<file path="src/rtl/spi_pio_pkg.sv">
package spi_pio_pkg;
  localparam int IO_W   = 4;
  localparam int LEN_W  = 2;
  localparam int BUSY_BIT = 3;

  localparam logic [7:0] OFF_CS     = 8'h00;
  localparam logic [7:0] OFF_WCMD   = 8'h04;
  localparam logic [7:0] OFF_RCMD   = 8'h08;
  localparam logic [7:0] OFF_WDATA  = 8'h0C;
  localparam logic [7:0] OFF_RDATA  = 8'h10;
  localparam logic [7:0] OFF_STATUS = 8'h14;

  typedef enum logic [1:0] {
    W_SINGLE = 2'd0,
    W_DUAL   = 2'd1,
    W_QUAD   = 2'd2,
    W_QUAD_X = 2'd3
  } width_e;

  typedef struct packed {
    width_e            width;
    logic [LEN_W-1:0]  len;
  } cmd_t;

  function automatic int lane_shift(width_e w);
    case (w)
      W_SINGLE: return 0;
      W_DUAL:   return 1;
      default:  return 2;
    endcase
  endfunction

  function automatic logic [IO_W-1:0] lane_mask(width_e w);
    case (w)
      W_SINGLE: return 4'b0001;
      W_DUAL:   return 4'b0011;
      default:  return 4'b1111;
    endcase
  endfunction
endpackage

</file>
<file path="src/rtl/spi_pio_regs.sv">
module spi_pio_regs
  import spi_pio_pkg::*;
#(
  parameter int DATA_W    = 32,
  parameter int ADDR_W    = 5,
  parameter int NUM_CS    = 2,
  parameter int CS_STRIDE = 4,
  parameter int WID_LSB   = 28
) (
  input  logic              clk_i,
  input  logic              rst_ni,
  input  logic              reg_wr_i,
  input  logic [ADDR_W-1:0] reg_addr_i,
  input  logic [DATA_W-1:0] reg_wdata_i,
  output logic [DATA_W-1:0] reg_rdata_o,
  input  logic              busy_i,
  input  logic              rx_done_i,
  input  logic [DATA_W-1:0] rx_word_i,
  output logic              tx_start_o,
  output logic              rx_start_o,
  output cmd_t              start_cmd_o,
  output logic [DATA_W-1:0] tx_word_o,
  output logic [NUM_CS-1:0] cs_no
);
  cmd_t              wcmd_q, rcmd_q, new_cmd;
  logic [NUM_CS-1:0] cs_q;
  logic [DATA_W-1:0] rdata_q;
  logic              hit_cs, hit_wcmd, hit_rcmd, hit_wdata;

  assign hit_cs    = reg_wr_i && (reg_addr_i == ADDR_W'(OFF_CS));
  assign hit_wcmd  = reg_wr_i && (reg_addr_i == ADDR_W'(OFF_WCMD))  && !busy_i;
  assign hit_rcmd  = reg_wr_i && (reg_addr_i == ADDR_W'(OFF_RCMD))  && !busy_i;
  assign hit_wdata = reg_wr_i && (reg_addr_i == ADDR_W'(OFF_WDATA)) && !busy_i;

  assign new_cmd.width = width_e'(reg_wdata_i[WID_LSB +: 2]);
  assign new_cmd.len   = reg_wdata_i[LEN_W-1:0];

  assign tx_start_o  = hit_wdata;
  assign rx_start_o  = hit_rcmd;
  assign start_cmd_o = hit_rcmd ? new_cmd : wcmd_q;
  assign tx_word_o   = reg_wdata_i;
  assign cs_no       = cs_q;

  always_ff @(posedge clk_i or negedge rst_ni) begin
    if (!rst_ni) begin
      wcmd_q  <= '0;
      rcmd_q  <= '0;
      rdata_q <= '0;
    end else begin
      if (hit_wcmd) wcmd_q <= new_cmd;
      if (hit_rcmd) rcmd_q <= new_cmd;
      if (rx_done_i) rdata_q <= rx_word_i;
    end
  end

  for (genvar c = 0; c < NUM_CS; c++) begin : g_cs
    always_ff @(posedge clk_i or negedge rst_ni) begin
      if (!rst_ni) cs_q[c] <= 1'b1;
      else if (hit_cs) cs_q[c] <= reg_wdata_i[c*CS_STRIDE];
    end
  end

  function automatic logic [DATA_W-1:0] cmd_word(cmd_t c);
    logic [DATA_W-1:0] w;
    w = '0;
    w[WID_LSB +: 2]   = c.width;
    w[LEN_W-1:0]      = c.len;
    return w;
  endfunction

  always_comb begin
    reg_rdata_o = '0;
    case (reg_addr_i)
      ADDR_W'(OFF_CS): begin
        reg_rdata_o = '1;
        for (int c = 0; c < NUM_CS; c++) reg_rdata_o[c*CS_STRIDE] = cs_q[c];
      end
      ADDR_W'(OFF_WCMD):   reg_rdata_o = cmd_word(wcmd_q);
      ADDR_W'(OFF_RCMD):   reg_rdata_o = cmd_word(rcmd_q);
      ADDR_W'(OFF_RDATA):  reg_rdata_o = rdata_q;
      ADDR_W'(OFF_STATUS): reg_rdata_o[BUSY_BIT] = busy_i;
      default:             reg_rdata_o = '0;
    endcase
  end
endmodule

</file>
<file path="src/rtl/spi_pio_shift.sv">
module spi_pio_shift
  import spi_pio_pkg::*;
#(
  parameter int DATA_W = 32
) (
  input  logic              clk_i,
  input  logic              rst_ni,
  input  logic              tx_start_i,
  input  logic              rx_start_i,
  input  cmd_t              start_cmd_i,
  input  logic [DATA_W-1:0] tx_word_i,
  input  logic [IO_W-1:0]   io_i,
  output logic              sck_o,
  output logic [IO_W-1:0]   io_o,
  output logic [IO_W-1:0]   io_oe_o,
  output logic              busy_o,
  output logic              rx_mode_o,
  output logic              rx_done_o,
  output logic [DATA_W-1:0] rx_raw_o,
  output logic [LEN_W-1:0]  len_o
);
  localparam int SLOT_W = $clog2(DATA_W + 1);

  logic              busy_q, rx_q, phase_q;
  logic [SLOT_W-1:0] cnt_q, last_q, slots_m1;
  width_e            wid_q;
  logic [LEN_W-1:0]  len_q;
  logic [DATA_W-1:0] sr_q;
  logic [IO_W-1:0]   drive;

  always_comb begin
    int nb;
    nb = ((int'(start_cmd_i.len) + 1) * 8) >> lane_shift(start_cmd_i.width);
    slots_m1 = SLOT_W'(nb - 1);
  end

  always_ff @(posedge clk_i or negedge rst_ni) begin
    if (!rst_ni) begin
      busy_q  <= 1'b0;
      rx_q    <= 1'b0;
      phase_q <= 1'b0;
      cnt_q   <= '0;
      last_q  <= '0;
      wid_q   <= W_SINGLE;
      len_q   <= '0;
      sr_q    <= '0;
    end else if (tx_start_i || rx_start_i) begin
      busy_q  <= 1'b1;
      rx_q    <= rx_start_i;
      phase_q <= 1'b0;
      cnt_q   <= '0;
      last_q  <= slots_m1;
      wid_q   <= start_cmd_i.width;
      len_q   <= start_cmd_i.len;
      sr_q    <= tx_start_i ? tx_word_i : '0;
    end else if (busy_q) begin
      if (!phase_q) begin
        // rising SCK: sample inbound lanes
        phase_q <= 1'b1;
        if (rx_q) begin
          case (wid_q)
            W_SINGLE: sr_q <= {sr_q[DATA_W-2:0], io_i[1]};
            W_DUAL:   sr_q <= {sr_q[DATA_W-3:0], io_i[1:0]};
            default:  sr_q <= {sr_q[DATA_W-5:0], io_i};
          endcase
        end
      end else begin
        // falling SCK: advance outbound lanes
        phase_q <= 1'b0;
        cnt_q   <= cnt_q + 1'b1;
        if (!rx_q) begin
          case (wid_q)
            W_SINGLE: sr_q <= {sr_q[DATA_W-2:0], 1'b0};
            W_DUAL:   sr_q <= {sr_q[DATA_W-3:0], 2'b0};
            default:  sr_q <= {sr_q[DATA_W-5:0], 4'b0};
          endcase
        end
        if (cnt_q == last_q) busy_q <= 1'b0;
      end
    end
  end

  always_comb begin
    case (wid_q)
      W_SINGLE: drive = {3'b000, sr_q[DATA_W-1]};
      W_DUAL:   drive = {2'b00, sr_q[DATA_W-1 -: 2]};
      default:  drive = sr_q[DATA_W-1 -: 4];
    endcase
  end

  assign sck_o     = busy_q && phase_q;
  assign io_oe_o   = (busy_q && !rx_q) ? lane_mask(wid_q) : '0;
  assign io_o      = drive & io_oe_o;
  assign busy_o    = busy_q;
  assign rx_mode_o = rx_q;
  assign rx_done_o = busy_q && rx_q && phase_q && (cnt_q == last_q);
  assign rx_raw_o  = sr_q;
  assign len_o     = len_q;
endmodule

</file>
<file path="src/rtl/spi_pio_pack.sv">
module spi_pio_pack
  import spi_pio_pkg::*;
#(
  parameter int DATA_W = 32
) (
  input  logic [DATA_W-1:0] raw_i,
  input  logic [LEN_W-1:0]  len_i,
  output logic [DATA_W-1:0] word_o
);
  localparam int BYTES = DATA_W / 8;

  // first received byte sits highest in raw_i; move it to byte 0
  always_comb begin
    word_o = '0;
    for (int k = 0; k < BYTES; k++) begin
      if (k <= int'(len_i)) word_o[8*k +: 8] = raw_i[8*(int'(len_i) - k) +: 8];
    end
  end
endmodule

</file>
<file path="src/rtl/spi_pio_top.sv">
module spi_pio_top
  import spi_pio_pkg::*;
#(
  parameter int DATA_W    = 32,
  parameter int ADDR_W    = 5,
  parameter int NUM_CS    = 2,
  parameter int CS_STRIDE = 4,
  parameter int WID_LSB   = 28
) (
  input  logic              clk_i,
  input  logic              rst_ni,
  input  logic              reg_wr_i,
  input  logic [ADDR_W-1:0] reg_addr_i,
  input  logic [DATA_W-1:0] reg_wdata_i,
  output logic [DATA_W-1:0] reg_rdata_o,
  output logic              sck_o,
  output logic [NUM_CS-1:0] cs_no,
  output logic [IO_W-1:0]   io_o,
  output logic [IO_W-1:0]   io_oe_o,
  input  logic [IO_W-1:0]   io_i
);
  logic              busy, rx_mode, rx_done, tx_start, rx_start;
  cmd_t              start_cmd;
  logic [DATA_W-1:0] tx_word, rx_raw, rx_word;
  logic [LEN_W-1:0]  rx_len;

  spi_pio_regs #(
    .DATA_W(DATA_W), .ADDR_W(ADDR_W), .NUM_CS(NUM_CS),
    .CS_STRIDE(CS_STRIDE), .WID_LSB(WID_LSB)
  ) u_regs (
    .clk_i(clk_i), .rst_ni(rst_ni),
    .reg_wr_i(reg_wr_i), .reg_addr_i(reg_addr_i),
    .reg_wdata_i(reg_wdata_i), .reg_rdata_o(reg_rdata_o),
    .busy_i(busy), .rx_done_i(rx_done), .rx_word_i(rx_word),
    .tx_start_o(tx_start), .rx_start_o(rx_start),
    .start_cmd_o(start_cmd), .tx_word_o(tx_word), .cs_no(cs_no)
  );

  spi_pio_shift #(.DATA_W(DATA_W)) u_shift (
    .clk_i(clk_i), .rst_ni(rst_ni),
    .tx_start_i(tx_start), .rx_start_i(rx_start),
    .start_cmd_i(start_cmd), .tx_word_i(tx_word), .io_i(io_i),
    .sck_o(sck_o), .io_o(io_o), .io_oe_o(io_oe_o),
    .busy_o(busy), .rx_mode_o(rx_mode), .rx_done_o(rx_done),
    .rx_raw_o(rx_raw), .len_o(rx_len)
  );

  spi_pio_pack #(.DATA_W(DATA_W)) u_pack (
    .raw_i(rx_raw), .len_i(rx_len), .word_o(rx_word)
  );
endmodule

</file>
<file path="config.mk">
export PLATFORM = sky130hd
export DESIGN_NAME = spi_pio_top
export DESIGN_NICKNAME = d
export VERILOG_FILES = /design/src/rtl/spi_pio_pkg.sv /design/src/rtl/spi_pio_regs.sv /design/src/rtl/spi_pio_shift.sv /design/src/rtl/spi_pio_pack.sv /design/src/rtl/spi_pio_top.sv
export SDC_FILE = /design/constraint.sdc
export NUM_CORES = 1
export LEC_CHECK = 0
export BUFFER_PORTS_ARGS = -buffer_cell sky130_fd_sc_hd__buf_2
export CORE_AREA = 2 2 140 142
export CTS_CLUSTER_DIAMETER = 200
export DETAILED_ROUTE_END_ITERATION = 8
export DIE_AREA = 0 0 142 144
export MAX_ROUTING_LAYER = met4
export SETUP_SLACK_MARGIN = 0.15
export SLEW_MARGIN = 25
export SYNTH_ARGS = -nofsm -noshare
export SYNTH_HDL_FRONTEND = slang
export SYNTH_HIERARCHICAL = 1
export SYNTH_SLANG_ARGS = --single-unit
</file>
<file path="constraint.sdc">
create_clock -name clk_i -period 5.8 [get_ports clk_i]
set_input_delay 1.16 -clock clk_i [delete_from_list [all_inputs] [get_ports clk_i]]
set_output_delay 1.16 -clock clk_i [all_outputs]
set_load 0.02 [all_outputs]
</file>
==> impl_metrics.py, run 1 <==
metrics = {
    "sta": {
        "period_minus_slack_ps": 3910,
        "rsz0062_at_grt": "false",
        "slew_violations": 0,
        "tightest_slew_ps": 938,
        "min_period_over_period": 0.674,
        "setup_viol": 0,
        "hold_viol": 0,
        "fin_skew_ps": 11.7,
        "timing.setup.tns_ps": 0,
        "max_freq_mhz": 256,
        "slew-limit-headroom": 0.375,
    },
    "logic_synthesis": {
        "synth.distinct_cells": 58,
        "synth_top_area_frac": 0.369,
        "synth-seq-cells": 93,
        "syn-num-nets": 716,
        "avgSynthCellArea_um2": 9.27,
        "synthCells": 665,
        "yosysWarnings": 6,
        "netlist_top_cells_count": "dfrtp_1, nand2_1, a21oi_1",
        "yosysSeqAreaShare": 0.378,
        "yosysTopAreaCell": "dfrtp_1",
        "synthTopCellsByArea": "dfrtp_1, mux2_2, mux2i_1",
        "synthesis.area_um2": 6170,
        "yosysMostFrequentCell": "dfrtp_1",
        "synth_edf_count": 0,
        "ys.flop_type": "dfrtp_1",
        "async_flop_share": 1.00,
    },
    "place": {
        "hpwlAfterDp_um": 11700,
        "place.gp.congestion": 0.855,
        "place_area_um2": 6420,
        "io_buffers": 86,
    },
    "clock_tree": {
        "postCtsSetupRepairBufs": 0,
        "cts_tree": "yes",
        "cts-resized-gates": 0,
        "clockBufferDepth": 2,
        "cts_root_buf": "clkbuf_16",
        "clock_latency_ps": 340,
        "cts.sinks": 93,
        "htree_levels": 3,
        "cts_hold_buf": 0,
        "cts_inserted_buffers": 9,
        "cts.clk_slew.worst_paths_ps": 70,
    },
    "floorplanning": {
        "core_um2": 19100,
        "fp.dieW_um": 142,
        "die-area_um2": 20400,
        "die-height_um": 144,
        "rows": 51,
        "initial_core_util": 0.323,
        "io_pins": 87,
    },
    "setup_path": {
        "critPathCaptureType": "flip-flop",
        "slowest_delay_ps": 650,
        "cp-start-kind": "input pin",
        "path_class": "input pin to flip-flop",
        "crit_family": "buffers and inverters",
        "r2r_end": "u_shift/rx_raw_o[8]",
        "worst-r2r-setup-slack_ps": 2780,
        "worstPathMaxFanout": 37,
        "rr_worst_depth": 8,
        "crit_path_frequent_cell": "buf_4",
        "r2r-start": "u_shift/busy_o",
        "cp.required_ps": 6060,
        "critPathArrivalTime_ps": 4170,
        "path_cells": "buf_2, nor4b_1, nor4bb_2, buf_4, or2_1, buf_4, a21oi_4, buf_4, a21oi_1, a2bb2oi_1",
        "path_buf_inv": 4,
        "critPathSlowestCell": "a21oi_4",
    },
    "grt": {
        "top_usage_layer": "met2",
        "antenna_found_initial": 0,
        "grt_use_met1": 0.241,
        "grt_overflow_total": 0,
        "grt_pass1_vias": 4554,
        "grt_max_degree": 62,
        "grt_first_pass_wirelength_um": 26300,
        "grt_use_met3": 0.0318,
        "met2_usage": 0.256,
        "grt.total_usage": 0.171,
    },
    "flow_run": {
        "cap_viol_max_count": 0,
    },
    "routing": {
        "wl_per_cell_um": 18.1,
        "wirelength_um": 16800,
        "viasPerCell": 5.23,
        "drtIter0Drc": 451,
        "vias": 4842,
        "drt_pre_antenna_iters": 5,
        "final_antenna_net_count": 0,
        "drc": 0,
    },
    "pwr": {
        "power_density_nw_per_um2": 462,
        "power.switching_mw": 1.31,
        "power.share.switching": 0.424,
        "clockPowerShare": 0.174,
        "internal_power_mw": 1.78,
        "max-vdd-ir-drop_uv": 170,
        "combPwrFrac": 0.432,
        "leakage_nw": 2.88,
        "seqPwrFrac": 0.395,
    },
    "worst_hold_path": {
        "hp-start": "u_shift/last_q[0]",
        "hold_class": "flip-flop to flip-flop",
        "min_to": "u_shift/last_q[0]",
        "holdPathStages": 1,
    },
    "layout": {
        "nets": 734,
        "diodes": 0,
        "final_area_um2": 6680,
        "drive_gt1_frac": 0.240,
        "area_delta_synth_final_pct": 8.30,
        "fill_cells": 1950,
    },
    "status": {
        "status": "finished, final reports clean",
    },
}
## routing by layer
metal	vias up	share of wire
met5	-	0
met2	137	0.45
li1	2362	-
met3	12	0.053
met4	0	0.0073
met1	2331	0.49
## power groups by stage
| stage | clock network (mW) | registers, mW | logic (mW) |
|---|---|---|---|
| CTS | 0.553 | 1.21 | 1.32 |
| detailed placement | 0 | 1.22 | 1.31 |
| global route | 0.581 | 1.25 | 1.46 |
| floorplan | 0 | 1.03 | 1.17 |
| finish | 0.537 | 1.22 | 1.33 |
| global placement | 0 | 1.22 | 1.29 |
## state kept, by name, summed over array words and instances, names as in the netlist
name	cells
u_shift/cnt_q	6
u_shift/phase_q	1
u_shift/len_o	2
u_shift/rx_mode_o	1
u_regs/wcmd_q	4
u_regs/cs_no	2
u_shift/busy_o	1
u_shift/wid_q	2
u_regs/rcmd_q	4
u_shift/rx_raw_o	32
u_regs/rdata_q	32
u_shift/last_q	6
## worst max path at each step
stage	slack (ps)	from	endpoint	cells after the start
after floorplan	2160	reg_addr_i[1]	reg_rdata_o[11]	4
after global placement	1710	reg_addr_i[4]	u_shift/rx_raw_o[8]	10
after detailed placement	1590	reg_addr_i[4]	u_shift/rx_raw_o[8]	10
after CTS	1950	reg_addr_i[4]	u_shift/rx_raw_o[8]	10
after global routing	1710	reg_addr_i[4]	u_shift/rx_raw_o[8]	10
final	1890	reg_addr_i[4]	u_shift/rx_raw_o[8]	10
## logic make-up after synthesis
kind of cell / synth area share
buffers and inverters: 0.114
and+or+nand+nor: 0.140
DFF: 0.378
AOI/OAI and AO/OA: 0.184
adders and majority gates: 0.0142
xor gates and xnor gates: 0.0199
muxes: 0.150
## stage by stage
step           power, mW  hold slack (ps)   util  std cells  setup slack, ps
2_1_floorplan       2.20              453      -        665             2160
3_3_place_gp        2.51              492  0.336        910             1710
3_5_place_dp        2.53              469  0.336        910             1590
4_1_cts             3.08              494  0.350        925             1950
5_1_grt             3.29              503  0.350        925             1710
6_report            3.09              495  0.350        925             1890
## cell type report
type                       instances  area, um^2  share of cell area
inverter                          40         150              0.0225
sequential                        93        2330               0.349
clock buffer                      11         233              0.0348
tap                              238         298              0.0446
timing repair buffer              94         493              0.0738
clock inverter                     4        26.3             0.00393
multi-input combinational        445        3150               0.471
## cells in the final DEF, fill, tap and decap left out, types with 3 or more instances in the layout
cell type,n
xor2_1,12
nand3_1,3
dfrtp_1,90
or3_1,13
a2bb2oi_1,5
a2bb2oi_2,6
clkbuf_16,9
nor2_1,39
o22ai_1,25
nor3b_1,22
o21ai_0,35
a31oi_1,4
o21ai_1,21
and3_1,3
nand2b_1,8
ha_1,7
buf_2,85
buf_4,9
a21oi_1,47
mux4_2,5
nand2_1,64
a221oi_1,19
a221o_1,4
mux2i_1,31
mux2_2,35
inv_1,38
mux4_1,3
Power figures use the tool's default switching activity.
==> run 2: changes to the inputs <==
==> constraint.sdc (replaced) <==
create_clock -name clk_i -period 3.4 [get_ports clk_i]
set_input_delay 0.68 -clock clk_i [delete_from_list [all_inputs] [get_ports clk_i]]
set_output_delay 0.68 -clock clk_i [all_outputs]
set_load 0.02 [all_outputs]
==> impl_metrics.py, run 2 (same netlist as run 1, synthesis figures left out) <==
metrics = {
    "floorplanning": {
        "die-area_um2": 20400,
        "rows": 51,
        "initial_core_util": 0.323,
        "io_pins": 87,
        "core_um2": 19100,
        "die-height_um": 144,
        "fp.dieW_um": 142,
    },
    "setup_path": {
        "critPathCaptureType": "flip-flop",
        "critPathArrivalTime_ps": 3210,
        "cp-start-kind": "input pin",
        "path_cells": "buf_2, nor4b_1, nor4bb_2, mux2_2, ha_1, a21oi_1, a21oi_1, o32a_1, a21oi_1",
        "critPathSlowestCell": "nor4bb_2",
        "cp.required_ps": 3680,
        "path_class": "input pin to flip-flop",
        "worst-r2r-setup-slack_ps": 870,
        "slowest_delay_ps": 490,
        "crit_path_frequent_cell": "a21oi_1",
        "worstPathMaxFanout": 10,
    },
    "sta": {
        "hold_viol": 0,
        "min_period_over_period": 0.864,
        "period_minus_slack_ps": 2940,
        "setup_viol": 0,
        "max_freq_mhz": 340,
        "hold_ws_ps": 418,
        "tightest_slew_ps": 866,
        "slew_violations": 0,
        "fin_skew_ps": 8.71,
        "rsz0062_at_grt": "false",
        "timing.setup.tns_ps": 0,
        "slew-limit-headroom": 0.421,
    },
    "clock_tree": {
        "cts_tree": "yes",
        "cts.clk_slew.worst_paths_ps": 60,
        "postCtsSetupRepairBufs": 0,
        "clock_latency_ps": 350,
        "cts-resized-gates": 0,
        "cts_hold_buf": 0,
        "cts.sinks": 93,
        "htree_levels": 3,
        "cts_root_buf": "clkbuf_16",
        "cts_inserted_buffers": 9,
        "clockBufferDepth": 2,
    },
    "routing": {
        "wirelength_um": 16300,
        "final_antenna_net_count": 0,
        "drtIter0Drc": 390,
        "drt_pre_antenna_iters": 5,
        "viasPerCell": 5.22,
        "drc": 0,
        "wl_per_cell_um": 17.6,
        "vias": 4864,
    },
    "pwr": {
        "power.switching_mw": 2.22,
        "seqPwrFrac": 0.375,
        "internal_power_mw": 3.13,
        "max-vdd-ir-drop_uv": 296,
        "leakage_nw": 2.92,
        "clockPowerShare": 0.186,
        "power_density_nw_per_um2": 792,
        "power.share.switching": 0.414,
        "combPwrFrac": 0.439,
    },
    "layout": {
        "nets": 739,
        "diodes": 0,
        "fill_cells": 1938,
        "drive_gt1_frac": 0.245,
        "final_area_um2": 6760,
        "final_common_cell": "dfrtp_1",
        "final_cell_mix": "dfrtp_1, buf_2, nand2_1, a21oi_1, nor2_1",
        "area_delta_synth_final_pct": 9.54,
    },
    "place": {
        "place_area_um2": 6470,
        "hpwlAfterDp_um": 11700,
        "io_buffers": 86,
        "place.gp.congestion": 0.896,
    },
    "grt": {
        "grt_first_pass_wirelength_um": 26000,
        "antenna_found_initial": 0,
        "grt.total_usage": 0.168,
        "grt_overflow_total": 0,
        "grt_pass1_vias": 4617,
        "grt_max_degree": 59,
    },
    "status": {
        "status": "finished, final reports clean",
    },
    "flow_run": {
        "cap_viol_max_count": 0,
    },
    "worst_hold_path": {
        "hold_class": "input pin to async pin",
    },
}
-- run 2: cell count changes in the layout (fill, tap and decap cells not counted) --
cell and delta:
buf_12 +1, buf_4 +4, clkbuf_1 +1, bufinv_16 +1, clkinvlp_4 -1
-- run 2: metal layers --
metal  vias up  part of all wire  global-route usage
met5         -                 0                   -
met4         0             0.014              0.0532
met3        19             0.052              0.0341
met2       162              0.45               0.242
met1      2305              0.49               0.237
li1       2378                 -                   -
-- run 2: path summary, 6_finish.rpt --
kind                                   start                 end  cells after the start
min                                   rst_ni  u_regs/rdata_q[20]                      1
max reg2reg                   u_shift/busy_o   u_shift/last_q[4]                      7
max                            reg_addr_i[1]   u_shift/last_q[4]                      9
min in group clk_i         u_regs/rdata_q[4]   u_regs/rdata_q[4]                      1
min reg2reg                u_regs/rdata_q[4]   u_regs/rdata_q[4]                      1
max in group asynchronous             rst_ni    u_regs/wcmd_q[1]                      2
-- run 2: area by class of cell --
| type | instances | area, um^2 | share of cell area |
|---|---|---|---|
| clock inverter | 4 | 48.8 | 0.00722 |
| inverter | 40 | 150 | 0.0222 |
| clock buffer | 12 | 236 | 0.0350 |
| timing repair buffer | 99 | 543 | 0.0804 |
| tap | 238 | 298 | 0.0441 |
| multi-input combinational | 445 | 3150 | 0.466 |
| sequential | 93 | 2330 | 0.345 |
-- run 2: critical path, delay by kind of cell --
kind / cells / cell delay, ps
AND/OR/NAND/NOR: 2 / 870
AO/OA/AOI/OAI: 4 / 650
multiplexers: 1 / 490
adder cells (fa/ha/maj): 1 / 400
buffers and inverters: 1 / 120
-- run 2: power groups by stage --
stage / logic (mW) / clock network, mW / registers (mW)
after floorplan: 1.99 / 0 / 1.76
final: 2.35 / 0.993 / 2.01
after global routing: 2.61 / 1.07 / 2.06
after CTS: 2.34 / 1.02 / 2.00
after global placement: 2.31 / 0 / 2.02
after detailed placement: 2.33 / 0 / 2.02
-- run 2: through the flow --
stage | setup slack (ps) | std cells | power [mW] | util
after floorplan | 406 | 665 | 3.75 | -
after global placement | 137 | 915 | 4.32 | 0.339
after detailed placement | 107 | 915 | 4.35 | 0.339
after CTS | 465 | 931 | 5.36 | 0.354
after global routing | 212 | 931 | 5.74 | 0.354
final | 461 | 931 | 5.35 | 0.354
==> run 3: changes to the inputs <==
--- a/config.mk
+++ b/config.mk
@@ -5,11 +5,12 @@
 export SDC_FILE = /design/constraint.sdc
 export NUM_CORES = 1
 export LEC_CHECK = 0
+export ABC_AREA = 1
 export BUFFER_PORTS_ARGS = -buffer_cell sky130_fd_sc_hd__buf_2
-export CORE_AREA = 2 2 140 142
+export CORE_AREA = 2 2 145 147
 export CTS_CLUSTER_DIAMETER = 200
 export DETAILED_ROUTE_END_ITERATION = 8
-export DIE_AREA = 0 0 142 144
+export DIE_AREA = 0 0 147 149
 export MAX_ROUTING_LAYER = met4
 export SETUP_SLACK_MARGIN = 0.15
 export SLEW_MARGIN = 25
==> impl_metrics.py, run 3 <==
metrics = {
    "logic_synthesis": {
        "synth_edf_count": 0,
        "yosysTopAreaCell": "dfrtp_1",
        "netlist_top_cells_count": "nand2_1, inv_1, dfrtp_1",
        "async_flop_share": 1.00,
        "yosysMostFrequentCell": "nand2_1",
        "synth.distinct_cells": 39,
        "synth-seq-cells": 93,
        "ys.flop_type": "dfrtp_1",
        "avgSynthCellArea_um2": 6.60,
        "yosysSeqAreaShare": 0.355,
        "synthesis.area_um2": 6560,
        "syn-num-nets": 1045,
        "synthTopCellsByArea": "dfrtp_1, nand2_1, inv_1",
        "yosysWarnings": 6,
        "synth_top_area_frac": 0.347,
        "synthCells": 994,
    },
    "routing": {
        "vias": 6154,
        "final_antenna_net_count": 0,
        "viasPerCell": 4.73,
        "drt_pre_antenna_iters": 5,
        "drtIter0Drc": 653,
        "drc": 0,
        "wl_per_cell_um": 13.7,
        "wirelength_um": 17900,
    },
    "setup_path": {
        "path_cells": "buf_2, nor2_4, nand2_1, nor2_4, nand2_4, nand2_1, nand2_1, ha_1, inv_1, nand2_1, a21oi_1, nand4_1, nand3_1, nand2_1",
        "path_buf_inv": 2,
        "crit_family": "simple AND/OR/NAND/NOR gates",
        "slowest_delay_ps": 390,
        "crit_start": "reg_addr_i[1]",
        "critPathSlowestCell": "a21oi_1",
        "r2r-start": "u_shift/busy_o",
        "critPathCaptureType": "flip-flop",
        "path_class": "input pin to flip-flop",
        "cp-start-kind": "input pin",
        "crit_path_frequent_cell": "nand2_1",
        "worstPathMaxFanout": 9,
        "critPathArrivalTime_ps": 2990,
        "cp.required_ps": 3640,
    },
    "clock_tree": {
        "cts_inserted_buffers": 9,
        "clock_latency_ps": 350,
        "clockBufferDepth": 2,
        "htree_levels": 3,
        "cts.clk_slew.worst_paths_ps": 70,
        "cts_tree": "yes",
        "cts_root_buf": "clkbuf_16",
        "postCtsSetupRepairBufs": 0,
        "cts-resized-gates": 0,
        "cts.sinks": 93,
        "cts_hold_buf": 0,
    },
    "place": {
        "place.gp.congestion": 0.871,
        "hpwlAfterDp_um": 13100,
        "io_buffers": 86,
        "placed_cells": 1286,
    },
    "grt": {
        "grt_overflow_total": 0,
        "grt_first_pass_wirelength_um": 29600,
        "grt_pass1_vias": 5673,
        "grt_max_degree": 65,
        "grt.total_usage": 0.173,
        "antenna_found_initial": 0,
    },
    "floorplanning": {
        "die-area_um2": 21900,
        "fp.dieW_um": 147,
        "die-height_um": 149,
        "core_um2": 20600,
        "io_pins": 87,
        "rows": 53,
        "initial_core_util": 0.319,
    },
    "sta": {
        "period_minus_slack_ps": 2750,
        "setup_viol": 0,
        "slew-limit-headroom": 0.529,
        "tightest_slew_ps": 704,
        "hold_viol": 0,
        "min_period_over_period": 0.809,
        "slew_violations": 0,
        "timing.setup.tns_ps": 0,
        "max_freq_mhz": 363,
        "hold_ws_ps": 382,
        "fin_skew_ps": 9.82,
        "rsz0062_at_grt": "false",
    },
    "pwr": {
        "power_density_nw_per_um2": 702,
        "power_mw": 5.11,
        "max-vdd-ir-drop_uv": 368,
        "leakage_nw": 3.81,
    },
    "layout": {
        "fill_cells": 2234,
        "finish.utilization": 0.354,
        "final_common_cell": "nand2_1",
        "diodes": 0,
        "drive_gt1_frac": 0.160,
        "nets": 1073,
        "fin_cells": 1302,
        "area_delta_synth_final_pct": 11.0,
        "final_cell_mix": "nand2_1, inv_1, dfrtp_1, buf_2, nor2_1",
    },
    "status": {
        "status": "finished, final reports clean",
    },
    "worst_hold_path": {
        "hold_class": "input pin to async pin",
    },
    "flow_run": {
        "cap_viol_max_count": 0,
    },
}
-- run 3: changes by cell type after synthesis, moves of 10 or more --
cell,before,now
or3_1,13,0
clkbuf_1,25,15
o21ai_0,35,52
o22ai_1,25,1
nand2_1,64,370
inv_1,38,94
mux2_2,35,2
nor3b_1,22,0
mux2i_1,31,0
nand3_1,3,63
a221oi_1,19,1
o21ai_1,21,38
nor2_1,39,68
-- run 3: layout make-up --
type | instances | area, um^2 | share of cell area
inverter | 104 | 390 | 0.0536
clock buffer | 11 | 243 | 0.0333
clock inverter | 5 | 85.1 | 0.0117
timing repair buffer | 100 | 563 | 0.0773
multi-input combinational | 714 | 3330 | 0.457
sequential | 93 | 2330 | 0.320
tap | 275 | 344 | 0.0473
-- run 3: cell families after synthesis --
kind of cell               count (synthesis)  share of synthesized area
xor gates and xnor gates                   6                    0.00801
DFF                                       93                      0.355
and+or+nand+nor                          536                      0.345
AOI/OAI and AO/OA                        163                      0.136
adders and majority gates                  7                     0.0133
buffers and inverters                    187                      0.139
muxes                                      2                    0.00343
-- run 3: path summary, 6_finish.rpt --
kind | to | slack [ps] | cells after the start
max | u_shift/last_q[5] | 650 | 14
min | u_regs/rdata_q[28] | 380 | 1
max reg2reg | u_shift/last_q[5] | 890 | 12
min reg2reg | u_regs/cs_no[0] | 470 | 2
max in group asynchronous | u_shift/rx_raw_o[25] | 2350 | 2
min in group clk_i | u_regs/cs_no[0] | 470 | 2
-- run 3: through the flow --
| step | instance area (um^2) | setup WS [ps] |
|---|---|---|
| 6_report | 7280 | 648 |
| 2_1_floorplan | 6560 | 881 |
| 4_1_cts | 7280 | 695 |
| 3_3_place_gp | 6950 | 439 |
| 3_5_place_dp | 6950 | 364 |
| 5_1_grt | 7280 | 455 |
-- run 3: metal layers --
metal	vias up	routed length, um	GRT usage
met5	-	0	-
met4	0	311	0.0457
met3	18	831	0.0272
met2	172	7640	0.253
met1	2813	9100	0.249
li1	3151	-	-
-- run 3: power by group --
| group | switching (mW) | internal (mW) |
|---|---|---|
| Combinational | 1.49 | 0.764 |
| Clock | 0.453 | 0.668 |
| Sequential | 0.313 | 1.43 |
| Total | 2.26 | 2.86 |
